--- src/rtl/aux_seq_pkg.sv ---
package aux_seq_pkg;
  typedef enum logic [2:0] {
    S_IDLE, S_ISSUE, S_WAIT, S_GAP, S_STOP, S_STOPW
  } seq_state_t;

  localparam logic [2:0] ST_OK      = 3'd0;
  localparam logic [2:0] ST_NACK    = 3'd1;
  localparam logic [2:0] ST_TIMEOUT = 3'd2;
  localparam logic [2:0] ST_PROTO   = 3'd3;
  localparam logic [2:0] ST_UNPLUG  = 3'd4;
  localparam logic [2:0] ST_UNKNOWN = 3'd5;

  localparam logic [1:0] CH_GOOD    = 2'd0;
  localparam logic [1:0] CH_BAD     = 2'd1;
  localparam logic [1:0] CH_NOREPLY = 2'd2;
  localparam logic [1:0] CH_UNPLUG  = 2'd3;

  localparam logic [3:0] RP_ACK   = 4'd0;
  localparam logic [3:0] RP_NACK  = 4'd1;
  localparam logic [3:0] RP_ADEF  = 4'd2;
  localparam logic [3:0] RP_IDEF  = 4'd8;

  localparam int NCTR      = 6;
  localparam int CI_BAD    = 0;
  localparam int CI_NOREP  = 1;
  localparam int CI_ADEF   = 2;
  localparam int CI_IDEF   = 3;
  localparam int CI_SHORT  = 4;
  localparam int CI_POLL   = 5;

  localparam int LIM_BAD   = 1;
  localparam int LIM_NOREP = 2;
  localparam int LIM_DEF   = 6;
  localparam int LIM_SHORT = 1;
  localparam int LIM_POLL  = 6;

  function automatic logic [3:0] aux_cmd(logic i2c, logic wr, logic m, logic sreq);
    if (!i2c) return {3'b100, ~wr};
    return {1'b0, m, sreq, ~wr & ~sreq};
  endfunction

  function automatic logic [7:0] defer_limit(logic [7:0] cfg);
    return (cfg > 8'(LIM_DEF)) ? cfg : 8'(LIM_DEF);
  endfunction
endpackage

--- src/rtl/aux_retry_ctr.sv ---
module aux_retry_ctr #(
  parameter int CNT_W = 5
) (
  input  logic             clk,
  input  logic             rst_n,
  input  logic             clr,
  input  logic             inc,
  input  logic [CNT_W-1:0] limit,
  output logic             over
);
  logic [CNT_W-1:0] cnt;

  always_ff @(posedge clk or negedge rst_n) begin
    if (!rst_n)                   cnt <= '0;
    else if (clr)                 cnt <= '0;
    else if (inc && cnt != '1)    cnt <= cnt + 1'b1;
  end

  // true when one more increment would pass the limit
  assign over = ({1'b0, cnt} + 1'b1) > {1'b0, limit};
endmodule

--- src/rtl/aux_req_fmt.sv ---
module aux_req_fmt import aux_seq_pkg::*; #(
  parameter int ADDR_W = 20
) (
  input  logic              i2c,
  input  logic              wr,
  input  logic              mot_in,
  input  logic              sreq,
  input  logic              stop,
  input  logic [ADDR_W-1:0] addr_in,
  output logic [3:0]        cmd,
  output logic [ADDR_W-1:0] addr_out
);
  assign cmd      = stop ? aux_cmd(i2c, wr, 1'b0, 1'b0) : aux_cmd(i2c, wr, mot_in, sreq);
  assign addr_out = i2c ? ADDR_W'(addr_in[7:1]) : addr_in;
endmodule

--- src/rtl/aux_txn_seq.sv ---
module aux_txn_seq import aux_seq_pkg::*; #(
  parameter int ADDR_W  = 20,
  parameter int LEN_W   = 5,
  parameter int CNT_W   = 5,
  parameter int GAP_CYC = 4
) (
  input  logic              clk,
  input  logic              rst_n,
  input  logic              start,
  input  logic              op_write,
  input  logic              space_i2c,
  input  logic              mot,
  input  logic [ADDR_W-1:0] addr,
  input  logic [LEN_W-1:0]  len,
  input  logic [CNT_W-2:0]  defer_max,
  output logic              req_valid,
  output logic [3:0]        req_cmd,
  output logic [ADDR_W-1:0] req_addr,
  output logic [LEN_W-1:0]  req_len,
  output logic [LEN_W-1:0]  req_off,
  input  logic              rsp_valid,
  input  logic [1:0]        rsp_chan,
  input  logic [3:0]        rsp_reply,
  input  logic [LEN_W-1:0]  rsp_count,
  output logic              busy,
  output logic              done,
  output logic [2:0]        status
);
  localparam int GAP_W = (GAP_CYC > 1) ? $clog2(GAP_CYC + 1) : 1;

  seq_state_t        state;
  logic              l_wr, l_i2c, l_mot, sreq;
  logic [ADDR_W-1:0] lat_addr;
  logic [CNT_W-2:0]  l_dmax;
  logic [LEN_W-1:0]  rem, off;
  logic [2:0]        fin_st;
  logic [GAP_W-1:0]  gcnt;

  logic [NCTR-1:0]   ctr_inc, ctr_clr, ctr_over;
  logic [CNT_W-1:0]  lim [NCTR];
  logic              clr_all, st_wait, take;
  logic              fin, adv, to_sreq;
  logic [2:0]        fst;
  logic              stop_phase, noreply_over, bad_over;

  assign clr_all    = (state == S_IDLE) && start;
  assign st_wait    = (state == S_WAIT);
  assign take       = st_wait && rsp_valid;
  assign stop_phase = (state == S_STOP);
  assign busy       = (state != S_IDLE);
  assign req_valid  = (state == S_ISSUE) || stop_phase;
  assign req_len    = (stop_phase || sreq) ? '0 : rem;
  assign req_off    = off;
  assign noreply_over = ctr_over[CI_NOREP];
  assign bad_over     = ctr_over[CI_BAD];

  always_comb begin
    lim[CI_BAD]   = CNT_W'(LIM_BAD);
    lim[CI_NOREP] = CNT_W'(LIM_NOREP);
    lim[CI_SHORT] = CNT_W'(LIM_SHORT);
    lim[CI_POLL]  = CNT_W'(LIM_POLL);
    lim[CI_ADEF]  = l_wr ? CNT_W'(defer_limit(8'(l_dmax))) : CNT_W'(LIM_DEF);
    lim[CI_IDEF]  = lim[CI_ADEF];
  end

  for (genvar i = 0; i < NCTR; i++) begin : g_ctr
    aux_retry_ctr #(.CNT_W(CNT_W)) u_ctr (
      .clk   (clk),
      .rst_n (rst_n),
      .clr   (ctr_clr[i] | clr_all),
      .inc   (ctr_inc[i]),
      .limit (lim[i]),
      .over  (ctr_over[i])
    );
  end

  aux_req_fmt #(.ADDR_W(ADDR_W)) u_fmt (
    .i2c      (l_i2c),
    .wr       (l_wr),
    .mot_in   (l_mot),
    .sreq     (sreq),
    .stop     (stop_phase),
    .addr_in  (lat_addr),
    .cmd      (req_cmd),
    .addr_out (req_addr)
  );

  // outcome decision for the response being taken
  always_comb begin
    ctr_inc = '0;
    ctr_clr = '0;
    fin     = 1'b0;
    fst     = ST_OK;
    adv     = 1'b0;
    to_sreq = 1'b0;
    if (take) begin
      case (rsp_chan)
        CH_UNPLUG: begin fin = 1'b1; fst = ST_UNPLUG; end
        CH_NOREPLY: begin
          ctr_inc[CI_NOREP] = 1'b1;
          if (ctr_over[CI_NOREP]) begin fin = 1'b1; fst = ST_TIMEOUT; end
        end
        CH_BAD: begin
          ctr_inc[CI_BAD] = 1'b1;
          if (ctr_over[CI_BAD]) begin fin = 1'b1; fst = ST_PROTO; end
        end
        default: begin
          ctr_clr[CI_NOREP] = 1'b1;
          ctr_clr[CI_BAD]   = 1'b1;
          if (!l_wr && rsp_count > rem) begin
            fin = 1'b1; fst = ST_PROTO;
          end else begin
            case (rsp_reply)
              RP_ACK: begin
                ctr_clr[CI_ADEF] = 1'b1;
                if (l_wr) begin
                  if (rsp_count != '0) begin
                    to_sreq = 1'b1;
                    ctr_inc[CI_POLL] = 1'b1;
                    if (ctr_over[CI_POLL]) begin fin = 1'b1; fst = ST_TIMEOUT; end
                  end else fin = 1'b1;
                end else if (rsp_count < rem) begin
                  adv = 1'b1;
                  ctr_inc[CI_SHORT] = 1'b1;
                  if (ctr_over[CI_SHORT]) begin fin = 1'b1; fst = ST_PROTO; end
                end else fin = 1'b1;
              end
              RP_NACK: begin fin = 1'b1; fst = ST_NACK; end
              RP_ADEF: begin
                ctr_inc[CI_ADEF] = 1'b1;
                if (ctr_over[CI_ADEF]) begin fin = 1'b1; fst = ST_TIMEOUT; end
              end
              RP_IDEF: begin
                ctr_clr[CI_ADEF] = 1'b1;
                ctr_inc[CI_IDEF] = 1'b1;
                to_sreq = l_wr;
                if (ctr_over[CI_IDEF]) begin fin = 1'b1; fst = ST_TIMEOUT; end
              end
              default: begin fin = 1'b1; fst = ST_UNKNOWN; end
            endcase
          end
        end
      endcase
    end
  end

  always_ff @(posedge clk or negedge rst_n) begin
    if (!rst_n) begin
      state    <= S_IDLE;
      l_wr     <= 1'b0;
      l_i2c    <= 1'b0;
      l_mot    <= 1'b0;
      sreq     <= 1'b0;
      lat_addr <= '0;
      l_dmax   <= '0;
      rem      <= '0;
      off      <= '0;
      fin_st   <= ST_OK;
      gcnt     <= '0;
      done     <= 1'b0;
      status   <= ST_OK;
    end else begin
      done <= 1'b0;
      case (state)
        S_IDLE: if (start) begin
          l_wr     <= op_write;
          l_i2c    <= space_i2c;
          l_mot    <= mot;
          lat_addr <= addr;
          l_dmax   <= defer_max;
          rem      <= len;
          off      <= '0;
          sreq     <= 1'b0;
          state    <= S_ISSUE;
        end
        S_ISSUE: state <= S_WAIT;
        S_WAIT: if (rsp_valid) begin
          if (fin) begin
            fin_st <= fst;
            if (l_i2c && (!l_mot || fst != ST_OK)) state <= S_STOP;
            else begin
              done   <= 1'b1;
              status <= fst;
              state  <= S_IDLE;
            end
          end else begin
            if (adv) begin
              rem <= rem - rsp_count;
              off <= off + rsp_count;
            end
            if (to_sreq) sreq <= 1'b1;
            if (l_i2c && GAP_CYC > 0) begin
              gcnt  <= GAP_W'(GAP_CYC - 1);
              state <= S_GAP;
            end else state <= S_ISSUE;
          end
        end
        S_GAP: begin
          if (gcnt == '0) state <= S_ISSUE;
          else gcnt <= gcnt - 1'b1;
        end
        S_STOP: state <= S_STOPW;
        S_STOPW: if (rsp_valid) begin
          done   <= 1'b1;
          status <= fin_st;
          state  <= S_IDLE;
        end
        default: state <= S_IDLE;
      endcase
    end
  end
endmodule

--- config.mk ---
export PLATFORM = sky130hd
export DESIGN_NAME = aux_txn_seq
export DESIGN_NICKNAME = d
export VERILOG_FILES = /design/src/rtl/aux_seq_pkg.sv /design/src/rtl/aux_retry_ctr.sv /design/src/rtl/aux_req_fmt.sv /design/src/rtl/aux_txn_seq.sv
export SDC_FILE = /design/constraint.sdc
export NUM_CORES = 1
export LEC_CHECK = 0
export BUFFER_PORTS_ARGS = -buffer_cell sky130_fd_sc_hd__buf_2
export CAP_MARGIN = 0
export CORE_UTILIZATION = 44
export DETAILED_ROUTE_END_ITERATION = 10
export GPL_TIMING_DRIVEN = 1
export MAX_ROUTING_LAYER = met4
export PLACE_DENSITY = 0.73
export RECOVER_POWER = 50
export SETUP_SLACK_MARGIN = 0.3
export SKIP_LAST_GASP = 1
export SYNTH_ARGS = -nofsm -noshare
export SYNTH_HDL_FRONTEND = slang
export SYNTH_HIERARCHICAL = 1
export SYNTH_SLANG_ARGS = --single-unit
--- constraint.sdc ---
create_clock -name clk -period 9.9 [get_ports clk]
set_clock_uncertainty 0.15 [all_clocks]
set_input_delay 0.495 -clock clk [delete_from_list [all_inputs] [get_ports clk]]
set_output_delay 0.495 -clock clk [all_outputs]
set_load 0.05 [all_outputs]
==> impl_metrics.toml <==
[run_status]
status = "complete, but fails checks"
violations = "max-capacitance violations, max-slew violations"

[yosys]
synth_most_common_cell = "nand2_1"
netlist_area_um2 = 5620
synth_fa_ha_area_share_pct = 12.7
synth_flop_cell = "dfrtp_1"
synthesis.instances = 620
synth_compound_gate_area_share_pct = 14.4
synth-seq-cells = 81
synth_top_family_by_area = "simple AND/OR/NAND/NOR gates"
ys_types = 67
synthXorXnorAreaFrac_pct = 4.83
yosysTopAreaCell = "dfrtp_1"
async_flop_share_pct = 100
avgSynthCellArea_um2 = 9.06
seq_area_frac_synth_pct = 36.1
synth_edf_count = 0
ys_warn_count = 6
yosysTopAreaCellShare_pct = 36.1
synth_top_cells_by_count = "110 x nand2_1, 81 x dfrtp_1, 53 x ha_1, 45 x inv_1, 43 x nor2_1"
synthMuxAreaShare_pct = 4.88
synth_simple_gate_area_share_pct = 22.5
synth_area_leaders = "dfrtp_1 36%, ha_1 12%, nand2_1 7.4%"

[clock_network]
numClockSinks = 81
cts_inserted_buffers = 9
post-cts-setup-buffers = 0
cts_tree = "built"
post_cts_resized = 0
cts_root_buffer = "clkbuf_16"
htree_levels = 3
hold_buffers = 0
cts.reportedPaths.clkPinSlew_ps = 60
clk_latency_ps = 350
clk_path_buf_depth = 2

[sta]
max_freq_mhz = 237
setup_violations = 0
slew_violations = 82
hold_violations = 0
slew_headroom_pct = -186
timing.setup.tns_ps = 0
min_period_ps = 4230
tightest_slew_ps = 4290
rsz0062_at_grt = "no"
min_period_over_period_pct = 42.7

[global_routing]
grt_pass1_wl_um = 21100
grt-ovfl-total = 0
track_usage_pct = 21.0
grt_max_degree = 82
antenna_found_initial = 0
first_global_vias = 4650

[routing]
wl_um = 12800
first_iter_violations = 245
route.detailed.drc = 0
vias_per_cell = 5.18
drtAntennaViolNets = 0
firstDrtPassIters = 4
dr_total_vias = 4651
routedWlPerCell_um = 14.3

[finish]
multiInputGateArea_um2 = 3420
regArea_um2 = 2030
syn2layout_area_growth_pct = 16.7
n_antenna_cell = 0
drive_gt1_share_pct = 18.4
nets = 827
num-fill-cells = 1159
fin_cells = 898

[critical_path]
crit_path_max_incr_delay_ps = 2950
cp_top_family = "buffers and inverters"
critPathCaptureType = "asynchronous set/reset pin"
startpoint = "rst_n"
path_buf_inv = 1
critPathMaxFanout = 81
path_cells = "clkbuf_1"
r2r-start = "g_ctr[4].u_ctr/cnt[0]$_DFFE_PN0P_"
cp-start-kind = "input port"
cp.arrival_ps = 3520
criticalPathCategory = "input port to asynchronous set/reset pin"
critPathSlowestCell = "clkbuf_1"
worstPathRequired_ps = 9200

[pwr]
p_total_uw = 1630
power_leakage_uw = 0.00359
peakVddDrop_v = 0.000171
p_clk_share_pct = 19.3
swShare_pct = 47.7
p_sw_uw = 776
power_frac_comb_pct = 48.8
p_per_area_nw_per_um2 = 248
seq_power_share_pct = 31.9
internal_power_uw = 851

[min_path]
min_path_type = "input port to register"
hp-start = "addr[17]"

[die]
die_w_um = 115
start_util_pct = 46.0
pin_count = 87
die_area_um2 = 13200
coreArea_um2 = 12200
dieHeight_um = 115
core.rowCount = 40

[placed_design]
placed_cells_incl_taps = 882
place.detailed.hpwl_um = 9710
io_buffer_count = 86
gp_congestion = 0.966

[flow_run]
cap_violations = 1
==> placed cells by master (no fill, tap or decap), types with 15 or more instances in the layout <==
cell type	netlist	layout
nor2b_1	20	20
mux2i_1	15	15
nor2_1	43	43
xor2_1	22	22
conb_1	2	22
nand2_1	110	110
dfrtp_1	81	81
ha_1	53	53
a21oi_1	24	24
buf_2	1	76
inv_1	45	45
o21ai_0	33	33
==> stage by stage <==
stage / utilization [%] / hold slack, ps / worst slack (ps) / cell area, µm²
6_report: 53.7 / 179 / 5670 / 6550
5_1_grt: 53.7 / 174 / 4720 / 6550
4_1_cts: 53.8 / 170 / 5800 / 6570
3_5_place_dp: 51.5 / 306 / 5860 / 6280
3_3_place_gp: 51.5 / 300 / 6050 / 6280
2_1_floorplan: - / 49.4 / 6230 / 5690
==> cells by family after synthesis <==
kind of cell,count (synthesis)
AO/OA/AOI/OAI,113
XOR/XNOR,31
adder cells (fa/ha/maj),56
buffers and inverters,61
flip-flops,81
multiplexers,24
other,2
AND/OR/NAND/NOR,252
==> power groups by stage <==
stage / clock [µW] / combinational, µW / sequential (µW)
floorplan: 0 / 625 / 509
global placement: 0 / 777 / 516
detailed placement: 0 / 797 / 523
CTS: 323 / 801 / 517
global route: 340 / 865 / 531
finish: 315 / 793 / 519
==> path summary, 6_finish.rpt <==
path	end	slack (ps)	cells after the start
max	g_ctr[1].u_ctr/cnt[1]$_DFFE_PN0P_	5670	1
min	lat_addr[17]$_DFFE_PN0P_	180	3
max reg2reg	status[1]$_DFFE_PN0P_	5790	15
min reg2reg	lat_addr[11]$_DFFE_PN0P_	320	2
max in group clk	status[1]$_DFFE_PN0P_	5790	15
min in group asynchronous	req_off[2]$_DFFE_PN0P_	1510	1
==> registers in the layout, summed over array words and instances (netlist names) <==
| name | flops |
|---|---|
| l_i2c | 1 |
| l_mot | 1 |
| status | 3 |
| l_wr | 1 |
| fin_st | 3 |
| sreq | 1 |
| done | 1 |
| l_dmax | 4 |
| gcnt | 3 |
| state | 3 |
| lat_addr | 20 |
| rem | 5 |
| g_ctr.u_ctr/cnt | 30 |
| req_off | 5 |
==> layout make-up <==
cell class	count	area share [%]
clock inverters	6	0.668
clock buffers	10	3.65
well taps	168	3.21
multi-input cells	498	52.1
repair buffers	89	6.72
flip-flops and latches	81	30.9
inverters	46	2.67
==> routing by layer <==
| metal | vias up | global-route usage, % | wire length [µm] |
|---|---|---|---|
| li1 | 2320 | - | - |
| met1 | 2215 | 24.8 | 5850 |
| met2 | 94 | 35.3 | 6270 |
| met3 | 22 | 4.85 | 454 |
| met4 | 0 | 7.19 | 248 |
| met5 | - | - | 0 |
Power figures use the tool's default switching activity.
